==> src/rtl/uart_irq_pkg.sv <==
package uart_irq_pkg;
    typedef enum logic [1:0] {RD_IDLE, RD_HOLD, RD_DONE} rd_state_t;

    localparam int unsigned ID_W = 4;
    localparam int unsigned ST_W = 8;
    localparam logic [ID_W-1:0] ID_LINE   = 4'b0110;
    localparam logic [ID_W-1:0] ID_RXDATA = 4'b0100;
    localparam logic [ID_W-1:0] ID_RXTMO  = 4'b1100;
    localparam logic [ID_W-1:0] ID_THR    = 4'b0010;
    localparam logic [ID_W-1:0] ID_MODEM  = 4'b0000;
    localparam logic [ID_W-1:0] ID_NONE   = 4'b0001;
endpackage

==> src/rtl/uart_irq_prio.sv <==
module uart_irq_prio
    import uart_irq_pkg::*;
(
    input  logic            clk,
    input  logic            rst_n,
    input  logic            line_i,
    input  logic            rxd_i,
    input  logic            rxt_i,
    input  logic            thr_i,
    input  logic            modem_i,
    input  logic            en_line_i,
    input  logic            en_rx_i,
    input  logic            en_thr_i,
    input  logic            en_modem_i,
    output logic [ID_W-1:0] id_o
);
    logic g_line, g_rxt, g_rxd, g_thr, g_modem;

    assign g_line  = line_i  & en_line_i;
    assign g_rxt   = rxt_i   & en_rx_i;
    assign g_rxd   = rxd_i   & en_rx_i;
    assign g_thr   = thr_i   & en_thr_i;
    assign g_modem = modem_i & en_modem_i;

    always_comb begin
        if (g_line)       id_o = ID_LINE;
        else if (g_rxt)   id_o = ID_RXTMO;
        else if (g_rxd)   id_o = ID_RXDATA;
        else if (g_thr)   id_o = ID_THR;
        else if (g_modem) id_o = ID_MODEM;
        else              id_o = ID_NONE;
    end

    p_line_first_r2: assert property (@(posedge clk) disable iff (!rst_n)
        (line_i && en_line_i) |-> id_o == ID_LINE);
    p_tmo_order_r3: assert property (@(posedge clk) disable iff (!rst_n)
        (rxt_i && en_rx_i && !(line_i && en_line_i)) |-> id_o == ID_RXTMO);
    p_masked_thr_r6: assert property (@(posedge clk) disable iff (!rst_n)
        !en_thr_i |-> id_o != ID_THR);
    p_masked_modem_r6: assert property (@(posedge clk) disable iff (!rst_n)
        !en_modem_i |-> id_o != ID_MODEM);
endmodule

==> src/rtl/uart_thr_flag.sv <==
module uart_thr_flag #(
    parameter bit ARM_ON_ENABLE = 1'b1
) (
    input  logic clk,
    input  logic rst_n,
    input  logic empty_i,
    input  logic en_i,
    input  logic wr_i,
    input  logic rd_clr_i,
    output logic flag_o
);
    logic cond, cond_q, set_ev;

    generate
        if (ARM_ON_ENABLE) begin : g_arm
            assign cond = empty_i & en_i;
        end else begin : g_edge
            assign cond = empty_i;
        end
    endgenerate

    assign set_ev = cond & ~cond_q & en_i;

    always_ff @(posedge clk or negedge rst_n) begin
        if (!rst_n) begin
            cond_q <= 1'b0;
            flag_o <= 1'b0;
        end else begin
            cond_q <= cond;
            if (wr_i)          flag_o <= 1'b0;
            else if (set_ev)   flag_o <= 1'b1;
            else if (rd_clr_i) flag_o <= 1'b0;
        end
    end

    p_write_wins_r11: assert property (@(posedge clk) disable iff (!rst_n)
        $past(wr_i) |-> !flag_o);
    p_read_clear_r10: assert property (@(posedge clk) disable iff (!rst_n)
        $past(rd_clr_i && !empty_i) |-> !flag_o);
endmodule

==> src/rtl/uart_irq_rdseq.sv <==
module uart_irq_rdseq
    import uart_irq_pkg::*;
(
    input  logic            clk,
    input  logic            rst_n,
    input  logic            rd_stb_i,
    input  logic [ST_W-1:0] live_i,
    output logic [ST_W-1:0] cap_o,
    output logic            hold_o,
    output logic            clr_thr_o
);
    rd_state_t state_q, state_d;

    always_comb begin
        state_d = state_q;
        unique case (state_q)
            RD_IDLE: if (rd_stb_i) state_d = RD_HOLD;
            RD_HOLD: if (!rd_stb_i) state_d = RD_DONE;
            RD_DONE: state_d = rd_stb_i ? RD_HOLD : RD_IDLE;
            default: state_d = RD_IDLE;
        endcase
    end

    always_ff @(posedge clk or negedge rst_n) begin
        if (!rst_n) begin
            state_q <= RD_IDLE;
            cap_o   <= '0;
        end else begin
            state_q <= state_d;
            if (state_q != RD_HOLD && rd_stb_i) cap_o <= live_i;
        end
    end

    always_comb begin
        hold_o    = 1'b0;
        clr_thr_o = 1'b0;
        unique case (state_q)
            RD_IDLE: ;
            RD_HOLD: hold_o = 1'b1;
            RD_DONE: clr_thr_o = (cap_o[ID_W-1:0] == ID_THR);
            default: ;
        endcase
    end

    p_clr_after_drop_r10: assert property (@(posedge clk) disable iff (!rst_n)
        clr_thr_o |-> $past(!rd_stb_i));
endmodule

==> src/rtl/uart_irq_ident.sv <==
module uart_irq_ident
    import uart_irq_pkg::*;
#(
    parameter bit ARM_ON_ENABLE = 1'b1
) (
    input  logic       clk,
    input  logic       rst_n,
    input  logic       fifo_mode_i,
    input  logic       en_line_i,
    input  logic       en_rx_i,
    input  logic       en_thr_i,
    input  logic       en_modem_i,
    input  logic       line_err_i,
    input  logic       rx_ready_i,
    input  logic       rx_timeout_i,
    input  logic       thr_empty_i,
    input  logic       thr_write_i,
    input  logic       modem_chg_i,
    input  logic       rd_stb_i,
    output logic [7:0] status_o,
    output logic       irq_o
);
    logic            thr_flag, clr_thr, hold;
    logic [ID_W-1:0] id;
    logic [ST_W-1:0] live, cap;

    uart_thr_flag #(.ARM_ON_ENABLE(ARM_ON_ENABLE)) u_thr (
        .clk(clk), .rst_n(rst_n), .empty_i(thr_empty_i), .en_i(en_thr_i),
        .wr_i(thr_write_i), .rd_clr_i(clr_thr), .flag_o(thr_flag)
    );

    uart_irq_prio u_prio (
        .clk(clk), .rst_n(rst_n),
        .line_i(line_err_i), .rxd_i(rx_ready_i), .rxt_i(rx_timeout_i),
        .thr_i(thr_flag), .modem_i(modem_chg_i),
        .en_line_i(en_line_i), .en_rx_i(en_rx_i), .en_thr_i(en_thr_i),
        .en_modem_i(en_modem_i), .id_o(id)
    );

    assign live = {{2{fifo_mode_i}}, 2'b00, id};

    uart_irq_rdseq u_rd (
        .clk(clk), .rst_n(rst_n), .rd_stb_i(rd_stb_i), .live_i(live),
        .cap_o(cap), .hold_o(hold), .clr_thr_o(clr_thr)
    );

    assign status_o = hold ? cap : live;
    assign irq_o    = ~id[0];

    p_irq_match_r8: assert property (@(posedge clk) disable iff (!rst_n)
        !hold |-> (irq_o == !status_o[0]));
    p_hold_stable_r9: assert property (@(posedge clk) disable iff (!rst_n)
        (hold && $past(hold)) |-> $stable(status_o));
    p_pad_bits_r7: assert property (@(posedge clk) disable iff (!rst_n)
        !hold |-> (status_o[5:4] == 2'b00 && status_o[7:6] == {2{fifo_mode_i}}));
endmodule

==> config.mk <==
export PLATFORM = sky130hd
export DESIGN_NAME = uart_irq_ident
export DESIGN_NICKNAME = d
export VERILOG_FILES = /design/src/rtl/uart_irq_pkg.sv /design/src/rtl/uart_irq_prio.sv /design/src/rtl/uart_thr_flag.sv /design/src/rtl/uart_irq_rdseq.sv /design/src/rtl/uart_irq_ident.sv
export SDC_FILE = /design/constraint.sdc
export NUM_CORES = 1
export LEC_CHECK = 0
export BUFFER_PORTS_ARGS = -buffer_cell sky130_fd_sc_hd__buf_2
export CORE_UTILIZATION = 47
export DETAILED_ROUTE_END_ITERATION = 10
export PLACE_DENSITY = 0.82
export SLEW_MARGIN = 15
export SYNTH_ARGS = -nofsm -noshare
export SYNTH_HDL_FRONTEND = slang
export SYNTH_HIERARCHICAL = 1
export SYNTH_SLANG_ARGS = --single-unit
==> constraint.sdc <==
create_clock -name clk -period 1.55 [get_ports clk]
set_clock_uncertainty 0.05 [all_clocks]
set_input_delay 0.155 -clock clk [delete_from_list [all_inputs] [get_ports clk]]
set_output_delay 0.155 -clock clk [all_outputs]
set_load 0.005 [all_outputs]
## Word-level counts from Yosys, hierarchy flattened

Cells that the tools add are included.

| cells by class | value |
|---|---|
| equality and inequality tests | 6 |
| muxes and demuxes | 15 |
| bitwise logic cells | 10 |
| reduce and logical (&&, ||, !) cells | 4 |

Operators by type and width:

| operator | count |
|---|---|
| 4-bit two-way mux | 4 |
| 1-bit bitwise AND | 8 |
| 8-bit two-way mux | 1 |
| 1-bit two-way mux | 7 |
| 2-bit case mux with 3 select lines | 1 |
| 4-bit by 2-bit equality test with 1-bit output (second input constant) | 1 |
| 2-bit two-way mux | 2 |
| 2-bit inequality test (second input constant) | 2 |
| 3-bit nonzero test | 1 |
| 2-bit by 1-bit equality test with 1-bit output (second input constant) | 1 |
| 2-bit equality test (second input constant) | 1 |
| 2-bit logical NOT | 1 |
| 2-bit by 1-bit inequality test with 1-bit output (second input constant) | 1 |
| 1-bit NOT | 2 |
| 2-bit AND reduction | 1 |
| 1-bit logical AND | 1 |

| word-level totals | value |
|---|---|
| bits in registers | 9 |
| input bits | 14 |
| output and inout bits | 9 |
| word-level logic and storage cells | 39 |

## Longest topological paths before layout

Gate-level depths: netlist (run 1).

| depth | value |
|---|---|
| depth in word-level cells | 7 |
| gate-level depth with buffers | 4 |
| depth with buffers taken out | 4 |

## Modules after synthesis

Netlist (run 1), hierarchy kept.

By module, submodules not included:

| module | times used | cells an instance | area an instance (um2) | seq. area each (um2) |
|---|---|---|---|---|
| uart_irq_rdseq | 1 | 25 | 390.4 | 250.2 |
| uart_irq_ident | 1 | 11 | 123.9 | 0.0 |
| uart_thr_flag | 1 | 6 | 75.1 | 50.0 |
| uart_irq_prio | 1 | 7 | 48.8 | 0.0 |

## Worst setup path before layout (run 1)

No wires, ideal clock.

| timing path | value |
|---|---|
| path kind | register to register |
| from | reg u_rd.cap_o[0] |
| to | reg u_thr.flag_o |
| library setup time | 0.120 ns |
| data arrival time | 1.196 ns |
| required time | 1.380 ns |
| path slack | 0.183 ns |
| cell stages (with the launch flop) | 5 |
| buffers on the path | 0 |
| clock period less this slack | 1.367 ns |
| path through | dfrtp_1 -> or4b_1 -> nor3b_2 -> nand2b_1 -> a21oi_1 |

| between the ends | value |
|---|---|
| word-level cells in the longest chain between the ends | 3 |

Ends and longest elaborated chain:

| item | line | RTL |
|---|---|---|
| start, declared | uart_irq_rdseq.sv:8 | `output logic [ST_W-1:0] cap_o,` |
| start signal, assigned | uart_irq_rdseq.sv:30 | `if (state_q != RD_HOLD && rd_stb_i) cap_o <= live_i;` |
| 4-bit by 2-bit equality test with 1-bit output | uart_irq_rdseq.sv:40 | `RD_DONE: clr_thr_o = (cap_o[ID_W-1:0] == ID_THR);` |
| 1-bit two-way mux | uart_irq_rdseq.sv:37 | `unique case (state_q)` |
| named net clr_thr | uart_irq_ident.sv:23 | `logic thr_flag, clr_thr, hold;` |
| 3-bit nonzero test (no line) | n/a |  |
| end signal, assigned | uart_thr_flag.sv:30 | `if (wr_i) flag_o <= 1'b0;` |
| end signal, assigned | uart_thr_flag.sv:31 | `else if (set_ev) flag_o <= 1'b1;` |
| end signal, assigned | uart_thr_flag.sv:32 | `else if (rd_clr_i) flag_o <= 1'b0;` |
| end, declared | uart_thr_flag.sv:10 | `output logic flag_o` |

The timed path passes the listed nets, and every way through them passes these cells.
A chain may end at the register's enable or synchronous reset.

## Final worst setup path (run 1)

| timing path | value |
|---|---|
| from | reg u_rd.state_q[1] |
| to | out status_o[2] |

| between the ends | value |
|---|---|
| word-level cells in the longest chain between the ends | 3 |

Ends and longest elaborated chain:

| item | line | RTL |
|---|---|---|
| start, declared | uart_irq_rdseq.sv:12 | `rd_state_t state_q, state_d;` |
| start signal, assigned | uart_irq_rdseq.sv:29 | `state_q <= state_d;` |
| 2-bit by 1-bit equality test with 1-bit output | uart_irq_rdseq.sv:37 |  |
| 1-bit two-way mux | uart_irq_rdseq.sv:37 |  |
| named net hold | uart_irq_ident.sv:23 |  |
| 8-bit two-way mux | uart_irq_ident.sv:47 | `assign status_o = hold ? cap : live;` |
| end, declared | uart_irq_ident.sv:20 | `output logic [7:0] status_o,` |

The timed path passes the listed nets, and every way through them passes these cells.

==> run_results.csv, run 1 <==
group,metric,value,unit
run_status,run_status,"finished, violations left",
run_status,failed_checks,"negative setup slack",
place,gp_congestion,0.6669,
critical_path,reg2reg_depth,4,
sta,min_period_over_period,104.5,%
floorplanning,rows,12,
floorplanning,coreArea,1186,um2
global_route,grt_max_degree,13,
synth,ys.flop_type,"dfrtp_1",
synth,synth_area_per_cell,13.02,um2
critical_path,cp.buffers_inverters,3,
clock_network,clockBufferDepth,2,
power_and_ir_drop,vdd_drop_max,0.6825,mV
global_route,grt_pass1_wl,2145,um
clock_network,cts_root_buf,"clkbuf_4",
route,wl_per_cell,14.07,um
route,vias_per_cell,5.063,
critical_path,max_stage_delay,0.40,ns
cells_and_area,finalNetCount,96,
critical_path,r2r_end,"u_thr/flag_o",
critical_path,r2r_slack,0.05,ns
synth,yosysTopAreaCellShare,47.06,%
synth,yosysSeqAreaShare,47.06,%
sta,final-hold-violation-count,0,
floorplanning,die-area,1509,um2
sta,max_freq,0.6173,GHz
route,vias,481,
synth,ys_seq_elements,12,
floorplanning,initial_core_util,53.80,%
synth,yosysWarnings,6,
global_route,grt.met2_usage,41.25,%
synth,synth_edf_count,0,
synth,synth_common_cells,"12 x dfrtp_1, 6 x mux2_1, 6 x mux2_4",
place,port_buffers,22,
clock_network,cts_max_level,1,
global_route,grt_pass1_vias,492,
sta,layout_setup_ws,-0.06995,ns
cells_and_area,finalInstanceArea,897.1,um2
clock_network,cts_tree,"built",
critical_path,endpoint,"status_o[2]",
place,dpl.hpwl,915.2,um
route,detail-route-antenna-nets,0,
global_route,busiest_layer,"met2",
global_route,use_met1,24.44,%
floorplanning,die_height,38.85,um
critical_path,critPathSlowestCell,"dfrtp_1",
place,post_dp_cell_area,785.8,um2
floorplanning,die_w,38.85,um
clock_network,clk_latency,0.26,ns
sta,grt_setup_unrepaired,"yes",
critical_path,path_depth,5,
power_and_ir_drop,p_total,0.0008456,W
worst_hold_path,min_path_type,"input port to flip-flop",
global_route,grt_use_met3,3.468,%
flow_run,maxCapViolCount,0,
synth,async_reset_ff_share,100.0,%
synth,yosys.area.top_type,"dfrtp_1",
global_route,antenna_found_initial,0,
place,place_ws,0.1194,ns
power_and_ir_drop,p_leak,0.4509,nW
sta,hold_slack,0.04492,ns
power_and_ir_drop,power.density,942.6,nW/um2
route,drt-initial-drc-count,4,
cells_and_area,drive_gt1_share,58.02,%
clock_network,numCtsBuffers,3,
floorplanning,io_pins,23,
cells_and_area,insertedDiodeCount,0,
synth,synth_area_leaders,"dfrtp_1 47%, mux2_4 14%, mux2_1 11%, mux2_2 3.5%, and2_2 2.4%",
sta,period_needed,1.620,ns
critical_path,timing.rr.start,"u_rd/cap_o[0]",
route,firstDrtPassIters,2,
clock_network,clk_pin_slew,0.07,ns
route,drc,0,
critical_path,crit_path_start,"u_rd/state_q[1]",
global_route,grt_use_total,22.34,%
critical_path,required,1.34,ns
route,routed_wl,1337,um
cells_and_area,fill_cells,83,
synth,yosysMostFrequentCell,"dfrtp_1",
global_route,grt_overflow,0,
clock_network,clock_sinks,12,
synth,netlist_area,638.1,um2
critical_path,cp.arrival,1.41,ns
synth,ys_types,22,
critical_path,critPathCaptureType,"primary output",
sta,finalSetupViolCount,6,
critical_path,worst-path-max-fanout,6,
cells_and_area,area_delta_synth_final,40.59,%
critical_path,crit_type,"flip-flop to primary output",
critical_path,critPathLaunchType,"flip-flop",
critical_path,path_cells,"nand2b_4 -> inv_4 -> buf_12 -> mux2_4 -> buf_6",
critical_path,critPathTopFamily,"flip-flops",
synth,postSynthCellCount,49,
sta,setup_tns,-0.3934,ns
sta,finalMaxSlewViolations,0,
==> cell families after synthesis <==
kind of cell / share of synthesized area, %
AO/OA/AOI/OAI: 6.079
buffers and inverters: 2.941
flip-flops: 47.06
multiplexers: 28.23
other: 0.5877
AND/OR/NAND/NOR: 15.10
==> worst register-to-register path: stages (launching register included) <==
cell and delay [ns]:
dfrtp_1 0.40, or4b_1 0.56, nor3b_2 0.18, nand2b_1 0.12, a21oi_1 0.07
==> final cells by class <==
type                            count  area, um2  area share, %
Inverter                            2      10.01          1.116
Multi-Input combinational cell     35      335.3          37.38
Timing Repair Buffer               28      197.7          22.04
Sequential cell                    12      300.3          33.47
Tap cell                           14      17.52          1.953
Clock buffer                        4      36.28          4.045
==> repair_timing <==
action	4_1_cts	5_1_grt
resized for setup	7	1
setup endpoints to repair	6	6
hold buffers	2	0
endpoints found under the hold margin	13	0
buffers inserted	1	1
==> cells in the final DEF (no fill, tap or decap), drive strengths merged, types with 2 or more instances in the layout <==
cell         count
and2             3
dlygate4sd3      2
mux2            14
dfrtp           12
buf             26
nand2            3
and3             2
clkbuf           4
conb             2
inv              2
nand2b           2
==> where the power goes <==
part	switching (W)	internal (W)	total (W)
logic	0.0000815	0.000141	0.000223
clock network	0.000100	0.000142	0.000242
registers	0.0000271	0.000353	0.000380
==> per-stage QoR <==
| step | utilization [%] | cells |
|---|---|---|
| final | 75.63 | 95 |
| after CTS | 74.58 | 94 |
| after floorplan | - | 50 |
| after global routing | 75.63 | 95 |
| after detailed placement | 66.24 | 87 |
| after global placement | 66.24 | 87 |
==> sequential cells by signal, indices dropped and copies added (netlist names) <==
register / count
u_thr/cond_q: 1
u_rd/cap_o: 8
u_thr/flag_o: 1
u_rd/state_q: 2
==> worst min-delay path by stage <==
stage | from | to | slack, ns | depth (start not counted)
2_1_floorplan | rst_n | u_rd/cap_o[0] | -0.19 | 0
3_3_place_gp | rst_n | u_rd/cap_o[3] | -0.008 | 1
3_5_place_dp | rst_n | u_rd/cap_o[3] | -0.005 | 1
4_1_cts | rd_stb_i | u_rd/state_q[1] | 0.02 | 2
5_1_grt | rd_stb_i | u_rd/state_q[1] | 0.04 | 2
6_report | rd_stb_i | u_rd/state_q[1] | 0.04 | 2
==> routing by layer <==
| metal | routed length [um] | share of wire (%) |
|---|---|---|
| met5 | 0 | 0 |
| met4 | 15 | 1.1 |
| met3 | 39 | 2.9 |
| met2 | 733 | 55 |
| met1 | 549 | 41 |
(Power assumes the default switching activity.)
==> run 2: changes to the inputs <==
--- a/config.mk
+++ b/config.mk
@@ -6,9 +6,9 @@
 export NUM_CORES = 1
 export LEC_CHECK = 0
 export BUFFER_PORTS_ARGS = -buffer_cell sky130_fd_sc_hd__buf_2
-export CORE_UTILIZATION = 47
+export CORE_UTILIZATION = 42
 export DETAILED_ROUTE_END_ITERATION = 10
-export PLACE_DENSITY = 0.82
+export PLACE_DENSITY = 0.78
 export SLEW_MARGIN = 15
 export SYNTH_ARGS = -nofsm -noshare
 export SYNTH_HDL_FRONTEND = slang
==> constraint.sdc (replaced) <==
create_clock -name clk -period 1.4 [get_ports clk]
set_clock_uncertainty 0.05 [all_clocks]
set_input_delay 0.14 -clock clk [delete_from_list [all_inputs] [get_ports clk]]
set_output_delay 0.14 -clock clk [all_outputs]
set_load 0.005 [all_outputs]
==> run_results.csv, run 2 (synthesized netlist as in run 1, its figures left out) <==
group,metric,value,unit
floorplanning,die_w,40.98,um
floorplanning,die-area,1679,um2
global_route,grt_pass1_wl,1863,um
floorplanning,rows,13,
cells_and_area,reg_top3,"u_rd/cap_o (8), u_rd/state_q (2)",
clock_network,clk_pin_slew,0.07,ns
critical_path,critPathLaunchType,"flip-flop",
sta,finalMaxSlewViolations,0,
critical_path,cpMostUsedCell,"buf_6",
power_and_ir_drop,netSwitchingPower,0.0002258,W
worst_hold_path,min_path_type,"input port to flip-flop",
route,wl_per_cell,12.90,um
global_route,antenna_found_initial,0,
floorplanning,io_pins,23,
critical_path,path_cells,"nand2b_4 -> inv_4 -> buf_6 -> mux2_4 -> buf_6",
power_and_ir_drop,p_leak,0.4565,nW
sta,period_needed,1.618,ns
global_route,grt_max_degree,13,
clock_network,clock_sinks,12,
power_and_ir_drop,power.density,972.2,nW/um2
clock_network,cts_max_level,1,
critical_path,crit_type,"flip-flop to primary output",
clock_network,numCtsBuffers,3,
route,detail-route-antenna-nets,0,
floorplanning,die_height,40.98,um
sta,min_period_over_period,115.6,%
power_and_ir_drop,clkPwrFrac,22.3,%
power_and_ir_drop,pwr-share-comb,31.3,%
floorplanning,coreArea,1350,um2
power_and_ir_drop,p_seq_share,46.4,%
cells_and_area,drive_gt1_share,61.73,%
power_and_ir_drop,p_int,0.0006768,W
cells_and_area,insertedDiodeCount,0,
sta,hold_slack,0.01466,ns
route,vias_per_cell,5.042,
critical_path,required,1.21,ns
sta,grt_setup_unrepaired,"yes",
cells_and_area,mostFrequentLayoutCell,"buf_2",
critical_path,critPathCaptureType,"primary output",
route,drt-initial-drc-count,2,
flow_run,maxCapViolCount,0,
route,vias,484,
run_status,failed_checks,"negative setup slack",
cells_and_area,finalInstanceArea,928.4,um2
clock_network,cts_root_buf,"clkbuf_4",
place,port_buffers,22,
critical_path,critPathSlowestCell,"dfrtp_1",
clock_network,clk_latency,0.26,ns
cells_and_area,largest_reg_flops,8,
sta,max_freq,0.6181,GHz
cells_and_area,area_delta_synth_final,45.49,%
critical_path,cp.buffers_inverters,3,
place,gp_congestion,0.7023,
global_route,grt_pass1_vias,441,
critical_path,cp.arrival,1.43,ns
critical_path,max_stage_delay,0.40,ns
sta,setup_tns,-1.267,ns
sta,layout_setup_ws,-0.2179,ns
power_and_ir_drop,vdd_drop_max,0.8178,mV
place,post_dp_cell_area,782.0,um2
cells_and_area,finalNetCount,97,
power_and_ir_drop,p_total,0.0009026,W
power_and_ir_drop,swShare,25.02,%
cells_and_area,layout_common_cells,"13 x buf_2, 12 x dfrtp_1, 11 x buf_6",
global_route,grt_overflow,0,
route,firstDrtPassIters,3,
clock_network,cts_tree,"built",
cells_and_area,regMostFlops,"u_rd/cap_o",
place,dpl.hpwl,884.6,um
run_status,run_status,"finished, violations left",
global_route,grt_use_total,18.26,%
route,drc,0,
route,routed_wl,1238,um
floorplanning,initial_core_util,47.27,%
critical_path,critPathTopFamily,"flip-flops",
sta,finalSetupViolCount,7,
critical_path,worst-path-max-fanout,4,
clock_network,clockBufferDepth,2,
sta,final-hold-violation-count,0,
## run 2: path summary, 6_finish.rpt
kind	start	to	slack (ns)	cells past startpoint
worst min register to register	u_rd/cap_o[4]	u_rd/cap_o[4]	0.45	1
worst max register to register	u_rd/cap_o[3]	u_thr/flag_o	0.01	4
min in group asynchronous	rst_n	u_rd/cap_o[4]	0.22	2
worst max-delay path	u_rd/state_q[1]	status_o[2]	-0.22	5
worst min-delay path	rd_stb_i	u_rd/state_q[1]	0.01	2
max in group asynchronous	rst_n	u_rd/cap_o[6]	0.86	2
## run 2: timing repair
| item | CTS | global route |
|---|---|---|
| gates resized for setup | 13 | 7 |
| endpoints found under the hold margin | 13 | 0 |
| hold buffers | 2 | 0 |
| pin swaps | 4 | 1 |
| endpoints found under the setup margin | 10 | 10 |
| buffers inserted | 1 | 1 |
## run 2: routing by layer
| layer | up-vias | share of wire, % | GRT usage, % |
|---|---|---|---|
| li1 | 238 | - | - |
| met1 | 231 | 43 | 19.86 |
| met2 | 13 | 51 | 30.47 |
| met3 | 2 | 5.3 | 9.783 |
| met4 | 0 | 0.73 | 5.000 |
| met5 | - | 0 | 0 |
## run 2: layout make-up
type                    instances  area, um2
well taps                      15      18.77
repair buffers                 29      231.5
multi-input cells              35      345.3
clock buffers                   3      22.52
fillers                        96      421.7
flip-flops and latches         12      300.3
inverters                       2      10.01
## run 2: power by group through the flow
stage / clock, W / sequential, W / combinational [W]
floorplan: 0 / 0.000416 / 0.000126
finish: 0.000202 / 0.000418 / 0.000283
detailed placement: 0 / 0.000424 / 0.000204
CTS: 0.000208 / 0.000418 / 0.000257
global route: 0.000232 / 0.000426 / 0.000305
global placement: 0 / 0.000420 / 0.000200
## run 2: through the flow
step	cells	utilization (%)	setup WS, ns
after floorplan	50	-	0.03315
after global placement	89	57.92	0.004292
after detailed placement	89	57.92	-0.02230
after CTS	95	66.17	-0.2129
after global routing	96	68.77	-0.2674
final	96	68.77	-0.2179
==> run 3: changes to the inputs <==
--- a/config.mk
+++ b/config.mk
@@ -6,9 +6,10 @@
 export NUM_CORES = 1
 export LEC_CHECK = 0
 export BUFFER_PORTS_ARGS = -buffer_cell sky130_fd_sc_hd__buf_2
-export CORE_UTILIZATION = 42
+export CAP_MARGIN = 10
+export CORE_UTILIZATION = 47
 export DETAILED_ROUTE_END_ITERATION = 10
-export PLACE_DENSITY = 0.78
+export PLACE_DENSITY = 0.82
 export SLEW_MARGIN = 15
 export SYNTH_ARGS = -nofsm -noshare
 export SYNTH_HDL_FRONTEND = slang
==> constraint.sdc (replaced) <==
create_clock -name clk -period 1.84 [get_ports clk]
set_clock_uncertainty 0.05 [all_clocks]
set_input_delay 0.184 -clock clk [delete_from_list [all_inputs] [get_ports clk]]
set_output_delay 0.184 -clock clk [all_outputs]
set_load 0.005 [all_outputs]
==> run_results.csv, run 3 (synthesized netlist as in run 1, its figures left out) <==
group,metric,value,unit
run_status,run_status,"complete, no violations",
cells_and_area,area_delta_synth_final,27.25,%
route,vias_per_cell,5.100,
route,vias,459,
sta,finalSetupViolCount,0,
route,detail-route-antenna-nets,0,
route,wl_per_cell,12.94,um
critical_path,path_cells,"nand2b_4 -> clkinvlp_4 -> mux2_4 -> buf_2",
clock_network,numCtsBuffers,3,
critical_path,critPathLaunchType,"flip-flop",
critical_path,worst-path-max-fanout,8,
flow_run,maxCapViolCount,0,
cells_and_area,regMostFlops,"u_rd/cap_o",
power_and_ir_drop,power.density,772.5,nW/um2
sta,finalMaxSlewViolations,0,
critical_path,max_stage_delay,0.44,ns
critical_path,critPathTopFamily,"flip-flops",
critical_path,crit_type,"flip-flop to primary output",
floorplanning,initial_core_util,53.80,%
place,dpl.hpwl,917.1,um
place,port_buffers,22,
cells_and_area,utilization,68.46,%
cells_and_area,layout_common_cells,"22 x buf_2, 12 x dfrtp_1, 6 x mux2_4, 6 x mux2_1, 3 x clkbuf_4",
clock_network,cts_setup_buffers,0,
clock_network,clockBufferDepth,2,
worst_hold_path,min_path_type,"input port to flip-flop",
clock_network,clk_latency,0.27,ns
sta,final-hold-violation-count,0,
floorplanning,die_height,38.85,um
critical_path,cp.arrival,1.53,ns
cells_and_area,finalNetCount,92,
cells_and_area,largest_reg_flops,8,
cells_and_area,insertedDiodeCount,0,
clock_network,cts_root_buf,"clkbuf_4",
place,post_dp_cell_area,758.2,um2
critical_path,cp.buffers_inverters,2,
floorplanning,die-area,1509,um2
global_route,grt_pass1_vias,455,
sta,max_freq,0.5666,GHz
global_route,grt_pass1_wl,1842,um
critical_path,required,1.61,ns
clock_network,cts_max_level,1,
route,firstDrtPassIters,3,
floorplanning,io_pins,23,
sta,grt_setup_unrepaired,"no",
clock_network,clock_sinks,12,
cells_and_area,finalInstanceArea,812.0,um2
floorplanning,die_w,38.85,um
global_route,grt_max_degree,13,
sta,layout_setup_ws,0.07504,ns
global_route,antenna_found_initial,0,
cells_and_area,mostFrequentLayoutCell,"buf_2",
power_and_ir_drop,vdd_drop_max,0.5966,mV
floorplanning,coreArea,1186,um2
global_route,grt_overflow,0,
route,drt-initial-drc-count,6,
route,drc,0,
cells_and_area,reg_top3,"u_rd/cap_o (8), u_rd/state_q (2)",
power_and_ir_drop,p_leak,0.4054,nW
sta,min_period_over_period,95.92,%
sta,hold_slack,0.05166,ns
critical_path,critPathCaptureType,"primary output",
global_route,grt_use_total,20.41,%
place,gp_congestion,0.6446,
clock_network,clk_pin_slew,0.06,ns
floorplanning,rows,12,
cells_and_area,drive_gt1_share,55.26,%
route,routed_wl,1165,um
critical_path,critPathSlowestCell,"dfrtp_1",
sta,setup_tns,0,ns
sta,period_needed,1.765,ns
clock_network,cts_tree,"built",
place,place_ws,0.2640,ns
==> run 3: cell types whose count changed in the layout (fill, tap and decap cells not counted), sizes merged <==
cell,previous run,this run
buf,27,22
clkinvlp,0,1
inv,2,1
==> run 3: per-stage QoR <==
step	power [W]	instances
after CTS	0.0006389	90
after floorplan	0.0004119	50
after global routing	0.0006634	90
after global placement	0.0004622	85
after detailed placement	0.0004708	85
final	0.0006273	90
==> run 3: final cells by class <==
class | count | area (um2)
Fill cell | 92 | 374.1
Multi-Input combinational cell | 35 | 330.3
Sequential cell | 12 | 300.3
Timing Repair Buffer | 24 | 130.1
Clock buffer | 3 | 22.52
Tap cell | 14 | 17.52
Inverter | 2 | 11.26
==> run 3: worst paths after layout <==
path,end,depth (start not counted),slack (ns),from
min reg2reg,u_rd/cap_o[4],1,0.44,u_rd/cap_o[4]
min,u_rd/state_q[1],2,0.05,rd_stb_i
min in group asynchronous,u_rd/state_q[1],2,0.26,rst_n
max,status_o[3],4,0.08,u_rd/state_q[0]
max reg2reg,u_thr/flag_o,4,0.41,u_rd/cap_o[0]
max in group asynchronous,u_rd/cap_o[4],2,1.28,rst_n
==> run 3: per-layer routing <==
metal	wire, um	track usage (%)	vias to the layer above
met1	466	17.52	214
met2	590	35.00	13
li1	-	-	227
met4	43	18.10	0
met5	0	0	-
met3	64	8.671	5
==> run 3: timing repair <==
item,4_1_cts,5_1_grt
hold buffers,2,0
resized for setup,2,0
endpoints found under the hold margin,13,0
endpoints found under the setup margin,6,0
==> run 3: report_power, final <==
| group | internal (W) | leakage (nW) | switching [W] |
|---|---|---|---|
| Sequential | 0.000298 | 0.148 | 0.0000214 |
| Clock | 0.0000760 | 0.0138 | 0.0000810 |
| Combinational | 0.0000920 | 0.243 | 0.0000593 |
